**config.mk**
```make
export PLATFORM = sky130hd
export DESIGN_NAME = edge_delay_qualifier
export DESIGN_NICKNAME = d
export VERILOG_FILES = /design/src/rtl/eq_pkg.sv /design/src/rtl/eq_sync.sv /design/src/rtl/eq_policy.sv /design/src/rtl/eq_delay_core.sv /design/src/rtl/edge_delay_qualifier.sv
export SDC_FILE = /design/constraint.sdc
export NUM_CORES = 1
export LEC_CHECK = 0
export BUFFER_PORTS_ARGS = -buffer_cell sky130_fd_sc_hd__buf_2
export CORE_AREA = 2 2 62 64
export CTS_BUF_LIST = sky130_fd_sc_hd__clkbuf_8
export DETAILED_ROUTE_END_ITERATION = 10
export DIE_AREA = 0 0 64 66
export PLACE_DENSITY_LB_ADDON = 0.3
export RECOVER_POWER = 100
export SLEW_MARGIN = 40
export SYNTH_ARGS = -nofsm -noshare
export SYNTH_HDL_FRONTEND = slang
export SYNTH_SLANG_ARGS = --single-unit
```
**constraint.sdc**
```tcl
create_clock -name clk -period 2.8 [get_ports clk]
set_input_delay 0.28 -clock clk [delete_from_list [all_inputs] [get_ports clk]]
set_output_delay 0.28 -clock clk [all_outputs]
set_load 0.02 [all_outputs]
```
**src/rtl/eq_pkg.sv**
```systemverilog
package eq_pkg;
  // Per-direction qualification policy derived from the configuration word.
  typedef struct packed {
    logic hold_rise;   // rising transitions wait for the full count
    logic hold_fall;   // falling transitions wait for the full count
    logic invert;      // output polarity flip
  } eq_policy_t;
endpackage

```
**src/rtl/eq_sync.sv**
```systemverilog
module eq_sync #(
  parameter int STAGES = 2
) (
  input  logic clk,
  input  logic rst_n,
  input  logic d,
  output logic q
);
  logic [STAGES-1:0] chain_q;
  logic [STAGES-1:0] chain_d;

  generate
    if (STAGES == 1) begin : g_single
      always_comb chain_d = d;
    end else begin : g_multi
      always_comb chain_d = {chain_q[STAGES-2:0], d};
    end
  endgenerate

  always_ff @(posedge clk or negedge rst_n) begin
    if (!rst_n) chain_q <= '0;
    else        chain_q <= chain_d;
  end

  assign q = chain_q[STAGES-1];
endmodule

```
**src/rtl/eq_policy.sv**
```systemverilog
module eq_policy
  import eq_pkg::*;
#(
  parameter bit DUAL_EDGE  = 1'b1,
  parameter int EXP_W      = 3,
  parameter int STEP_SHIFT = 3,
  parameter int CNT_W      = 22,
  localparam int CFG_W     = EXP_W + 1
) (
  input  logic             clk,
  input  logic             rst_n,
  input  logic [CFG_W-1:0] cfg,
  output logic [CNT_W-1:0] term,
  output eq_policy_t       policy,
  output logic             cfg_chg
);
  logic [CFG_W-1:0] cfg_q;
  logic             sel_bit;

  assign sel_bit = cfg[CFG_W-1];

  // Factor 2^(STEP_SHIFT*k): one-hot terminal count.
  always_comb term = CNT_W'(1) << (STEP_SHIFT * int'(cfg[EXP_W-1:0]));

  generate
    if (DUAL_EDGE) begin : g_dual
      always_comb begin
        policy.hold_rise = 1'b1;
        policy.hold_fall = 1'b1;
        policy.invert    = sel_bit;
      end
    end else begin : g_single
      always_comb begin
        policy.hold_rise = ~sel_bit;
        policy.hold_fall = sel_bit;
        policy.invert    = 1'b0;
      end
    end
  endgenerate

  always_ff @(posedge clk or negedge rst_n) begin
    if (!rst_n) cfg_q <= '0;
    else        cfg_q <= cfg;
  end

  assign cfg_chg = (cfg != cfg_q);
endmodule

```
**src/rtl/eq_delay_core.sv**
```systemverilog
module eq_delay_core
  import eq_pkg::*;
#(
  parameter int CNT_W = 22
) (
  input  logic             clk,
  input  logic             rst_ni,
  input  logic             tick,
  input  logic             s,
  input  logic [CNT_W-1:0] term,
  input  eq_policy_t       policy,
  input  logic             cfg_chg,
  output logic             lvl
);
  logic [CNT_W-1:0] cnt_q, cnt_d;
  logic [1:0]       prime_q, prime_d;
  logic             lvl_d;
  logic             primed, differ, rising, held;

  assign primed = (prime_q == 2'd3);
  assign differ = s ^ lvl;
  assign rising = s & ~lvl;
  assign held   = differ & (rising ? policy.hold_rise : policy.hold_fall);

  always_comb begin
    lvl_d   = lvl;
    cnt_d   = cnt_q;
    prime_d = prime_q;
    if (!primed) begin
      lvl_d   = s;
      cnt_d   = '0;
      prime_d = prime_q + 2'd1;
    end else if (!differ) begin
      cnt_d = '0;
    end else if (!held) begin
      lvl_d = s;
      cnt_d = '0;
    end else if (cfg_chg) begin
      cnt_d = '0;
    end else if (tick) begin
      if (cnt_q == term - CNT_W'(1)) begin
        lvl_d = s;
        cnt_d = '0;
      end else begin
        cnt_d = cnt_q + CNT_W'(1);
      end
    end
  end

  always_ff @(posedge clk or negedge rst_ni) begin
    if (!rst_ni) begin
      lvl     <= 1'b0;
      cnt_q   <= '0;
      prime_q <= 2'd0;
    end else begin
      lvl     <= lvl_d;
      cnt_q   <= cnt_d;
      prime_q <= prime_d;
    end
  end

  // the qualified level only ever moves to the synchronized input value
  a_r4_moves_to_input: assert property (@(posedge clk) disable iff (!rst_ni)
    !$stable(lvl) |-> (lvl == $past(s)));

  // a held transition never lands on a clock without a tick
  a_r5_no_tick_no_move: assert property (@(posedge clk) disable iff (!rst_ni)
    (primed && held && !tick) |=> $stable(lvl));

  // a count never exceeds the factor while the code is steady
  a_r6_count_bounded: assert property (@(posedge clk) disable iff (!rst_ni)
    (primed && !cfg_chg) |-> (cnt_q < term));

  // agreement between input and level clears the count
  a_r6_clear_on_match: assert property (@(posedge clk) disable iff (!rst_ni)
    (s == lvl) |=> (cnt_q == '0));

  // a code change discards the partial count
  a_r9_abort_on_cfg: assert property (@(posedge clk) disable iff (!rst_ni)
    cfg_chg |=> (cnt_q == '0));
endmodule

```
**src/rtl/edge_delay_qualifier.sv**
```systemverilog
module edge_delay_qualifier
  import eq_pkg::*;
#(
  parameter bit DUAL_EDGE   = 1'b1,
  parameter int EXP_W       = 3,
  parameter int STEP_SHIFT  = 3,
  parameter int SYNC_STAGES = 2,
  localparam int CFG_W      = EXP_W + 1,
  localparam int MAX_EXP    = (1 << EXP_W) - 1,
  localparam int CNT_W      = STEP_SHIFT * MAX_EXP + 1
) (
  input  logic             clk,
  input  logic             rst_n,
  input  logic             tick,
  input  logic             din,
  input  logic [CFG_W-1:0] cfg,
  output logic             dout
);
  logic             rst_ni;
  logic             s;
  logic [CNT_W-1:0] term;
  eq_policy_t       policy;
  logic             cfg_chg;
  logic             lvl;

  // Reset: asynchronous assertion, synchronous release.
  eq_sync #(.STAGES(2)) u_rst_sync (
    .clk(clk), .rst_n(rst_n), .d(1'b1), .q(rst_ni)
  );

  eq_sync #(.STAGES(SYNC_STAGES)) u_din_sync (
    .clk(clk), .rst_n(rst_ni), .d(din), .q(s)
  );

  eq_policy #(
    .DUAL_EDGE(DUAL_EDGE), .EXP_W(EXP_W), .STEP_SHIFT(STEP_SHIFT), .CNT_W(CNT_W)
  ) u_policy (
    .clk(clk), .rst_n(rst_ni), .cfg(cfg),
    .term(term), .policy(policy), .cfg_chg(cfg_chg)
  );

  eq_delay_core #(.CNT_W(CNT_W)) u_core (
    .clk(clk), .rst_ni(rst_ni), .tick(tick), .s(s),
    .term(term), .policy(policy), .cfg_chg(cfg_chg), .lvl(lvl)
  );

  assign dout = lvl ^ policy.invert;

  // single-edge builds never invert the output
  a_r8_no_invert_single: assert property (@(posedge clk) disable iff (!rst_ni)
    !DUAL_EDGE |-> (dout == lvl));
endmodule

```
==> run summary <==
setup repair after global routing missed its margin -> false
EDFF count, synth -> 0
Net count, final -> 219
post-synthesis instance area -> 1900 um^2
Port Buffers -> 8
Setup TNS -> 0 ns
final wirelength -> 4.05 mm
Min Hold Slack -> 0.0970 ns
global router's overall resource usage -> 0.229
total clock buffers created by CTS -> 5
run status -> finished, violations left
Net Switching -> 0.000216 W
amount of wire on met3 after detailed routing -> 205 um
CP Class -> in -> reg
Post-Route Skew -> 0.00858 ns
cell types with the highest counts after synthesis -> sky130_fd_sc_hd__dfrtp_1 (33), sky130_fd_sc_hd__nand2_1 (20), sky130_fd_sc_hd__nand3_1 (17), sky130_fd_sc_hd__nor2_1 (17), sky130_fd_sc_hd__xor2_1 (11)
shortest period the worst path allows -> 2.41 ns
peak clock frequency supported by timing -> 0.416 GHz
power per cell area -> 436 nW/um^2
DRC viols -> 0
slowest CP cell -> sky130_fd_sc_hd__or2_2
top area cells in the synthesized netlist -> sky130_fd_sc_hd__dfrtp_1 (43%), sky130_fd_sc_hd__xor2_1 (5.1%), sky130_fd_sc_hd__nand3_1 (4.5%), sky130_fd_sc_hd__xnor2_1 (4.1%), sky130_fd_sc_hd__nand2_1 (3.9%)
longest individual stage delay on the worst path -> 0.37 ns
leakage power of the design -> 0.757 nW
P&R area growth vs syn -> 7.70%
Setup crit start kind -> input port
required time of the critical path -> 2.96 ns
average cell area after synthesis -> 9.75 um^2
maximum VDD drop -> 0.340 mV
share of final-layout standard cells stronger than drive strength 1 -> 0.115
starting DRC count in detailed routing -> 81
number of synthesized register bits -> 33
routed metal-1 wirelength -> 1.77 mm
vias in the first global route -> 1547
final standard cell area without fillers -> 2050 um^2
wire length of the first global-routing pass -> 7.31 mm
post-synthesis instance total -> 195
number of top-level pins -> 9
Net Sw Frac -> 0.242
remaining global-route overflow -> 0
initial antenna violation count -> 0
clock sink total -> 33
most frequently used cell type in the post-synthesis netlist -> sky130_fd_sc_hd__dfrtp_1
count of different cell masters after synthesis -> 47
combinational fraction of design power -> 0.080
sequential group share of total power -> 0.546
worst-margin pin slew -> 1.60 ns
Core Region -> 3550 um^2
number of H-tree levels -> 2
detailed-routing iteration count for the pre-antenna-repair pass -> 4
detailed-route via count -> 1570
YS warnings -> 0
critical path fanouts, max -> 14
arrival time reported for the critical path endpoint -> 2.57 ns
Max Root-Sink Buffers -> 2
final setup violation count -> 0
async set-or-reset flop fraction in the synthesized netlist -> 1.00
cell area after placement -> 1990 um^2
Post-CTS Repair Setup Buffers -> 0
internal power component -> 0.000677 W
share of the cycle needed by the critical path after routing -> 0.859
Overall Power -> 0.000892 W
antenna violation net count after detailed routing -> 0
class of the worst hold path -> in -> reg
routed length on met2 -> 2.02 mm
Synth Net Count -> 206
TritonCTS clock tree -> built
Buf/Inv on CP -> 1
maxcap violations -> 1
vias per cell -> 6.11
y dimension of the die -> 66 um
dominant cell type by area after synthesis -> sky130_fd_sc_hd__dfrtp_1
antenna fix cells -> 0
Clock Pin Slew Worst Setup and Hold Paths -> 0.07 ns
Std-Cell Rows -> 22
routability congestion estimate -> 0.897
kind of cell adding the most delay to the critical path -> compound AO/OA/AOI/OAI gates
proportion of synthesized chip area in sequential cells -> 0.434
clock share of power -> 0.374
width of the chip -> 64 um
highest metal layer with signal wires -> met4
Final Max Slew Viols -> 32
kind of capture point of the worst setup path -> flip-flop
worst path cell trace -> clkbuf_1 -> or2_2 -> ha_1 -> xnor2_1 -> a2111oi_4 -> o2111ai_2 -> o41ai_1 -> mux2_1
clock latency reported for the late side of the worst-skew pair -> 0.29 ns
Starting Density -> 0.535
Root Buffer Master -> sky130_fd_sc_hd__clkbuf_8
violations in the final reports -> capacitance limit, slew limit
Post-Place Cells -> 248
Synth top area share -> 0.434
pin count of the biggest net entering global routing -> 32
Die Area -> 4220 um^2
Detail Placement HPWL -> 2.97 mm
wire per inst -> 15.8 um
number of failing hold endpoints at the final stage -> 0
most frequently used flop master after synthesis -> sky130_fd_sc_hd__dfrtp_1
Slew HR -> -0.0695
number of standard cells in the final layout excluding fillers -> 257
==> state kept, by name (all words and copies together), names as in the netlist <==
name,cells
u_policy.cfg_q,4
u_din_sync.chain_q,2
u_core.cnt_q,22
u_core.lvl,1
u_rst_sync.chain_q,2
u_core.prime_q,2
==> final cells by class <==
| class | instances | area [um^2] |
|---|---|---|
| clock inverter | 3 | 13.8 |
| multi-input combinational | 150 | 983 |
| timing repair buffer | 15 | 83.8 |
| inverter | 3 | 11.3 |
| tap | 48 | 60.1 |
| clock buffer | 5 | 68.8 |
| sequential | 33 | 826 |
| fill | 311 | 1500 |
==> through the flow <==
stage          setup WS [ns]   util
3_3_place_gp           0.284  0.560
4_1_cts                0.506  0.586
3_5_place_dp           0.208  0.560
2_1_floorplan          0.388      -
5_1_grt                0.252  0.576
6_report               0.394  0.576
==> cell usage in the layout, fill, tap and decap left out, types with 6 or more instances in the layout <==
cell	Yosys	final
sky130_fd_sc_hd__xnor2_1	9	9
sky130_fd_sc_hd__nor3_1	7	7
sky130_fd_sc_hd__clkbuf_1	4	7
sky130_fd_sc_hd__xor2_1	11	11
sky130_fd_sc_hd__o21ai_0	5	6
sky130_fd_sc_hd__o31ai_1	5	6
sky130_fd_sc_hd__dfrtp_1	33	33
sky130_fd_sc_hd__nor2_1	17	17
sky130_fd_sc_hd__nand4_1	9	9
sky130_fd_sc_hd__nand3_1	17	17
sky130_fd_sc_hd__nand2_1	20	20
==> final timing paths <==
kind	startpoint	end	slack [ns]	cells past startpoint
max	cfg[2]	u_core.lvl	0.39	8
min	din	u_din_sync.chain_q[0]	0.1	1
max reg2reg	u_core.cnt_q[18]	u_core.lvl	0.62	5
min reg2reg	u_din_sync.chain_q[0]	u_din_sync.chain_q[1]	0.36	0
max in group asynchronous	u_rst_sync.chain_q[1]	u_core.prime_q[1]	1.13	1
min in group asynchronous	rst_n	u_rst_sync.chain_q[0]	0.32	2
==> layer usage <==
metal  vias to the layer above  GRT usage
met5                         -          0
met3                         5     0.0511
met2                        34      0.371
li1                        739          -
met4                         0     0.0951
met1                       792      0.296
==> worst reg2reg max path, stage by stage, from the launching register on <==
cell,delay [ns]
sky130_fd_sc_hd__dfrtp_1,0.43
sky130_fd_sc_hd__or3_1,0.40
sky130_fd_sc_hd__nor4b_1,0.32
sky130_fd_sc_hd__o32ai_2,0.17
sky130_fd_sc_hd__o41ai_1,0.38
sky130_fd_sc_hd__mux2_1,0.35
==> what timing repair did <==
action	4_1_cts	5_1_grt
gates resized for setup	0	0
hold buffers	1	0
hold endpoints to repair	2	0
==> cell families (layout without fill, tap and decap cells) <==
group,after synthesis,count (layout),synth area share
other,1,1,0.00197
multiplexers,3,3,0.0171
XOR/XNOR,20,20,0.0922
buffers and inverters,12,26,0.0369
AO/OA/AOI/OAI,29,29,0.138
AND/OR/NAND/NOR,94,94,0.259
flip-flops,33,33,0.434
adder cells (fa/ha/maj),3,3,0.0198
==> power by group through the flow <==
stage	registers (W)	logic (W)	clock network, W
after floorplan	0.000502	0.0000487	0
after global placement	0.000496	0.0000718	0
after detailed placement	0.000496	0.0000749	0
after CTS	0.000487	0.0000763	0.000345
after global routing	0.000488	0.0000803	0.000366
final	0.000487	0.0000713	0.000334
Note: power is estimated with default switching activity, not from simulation.
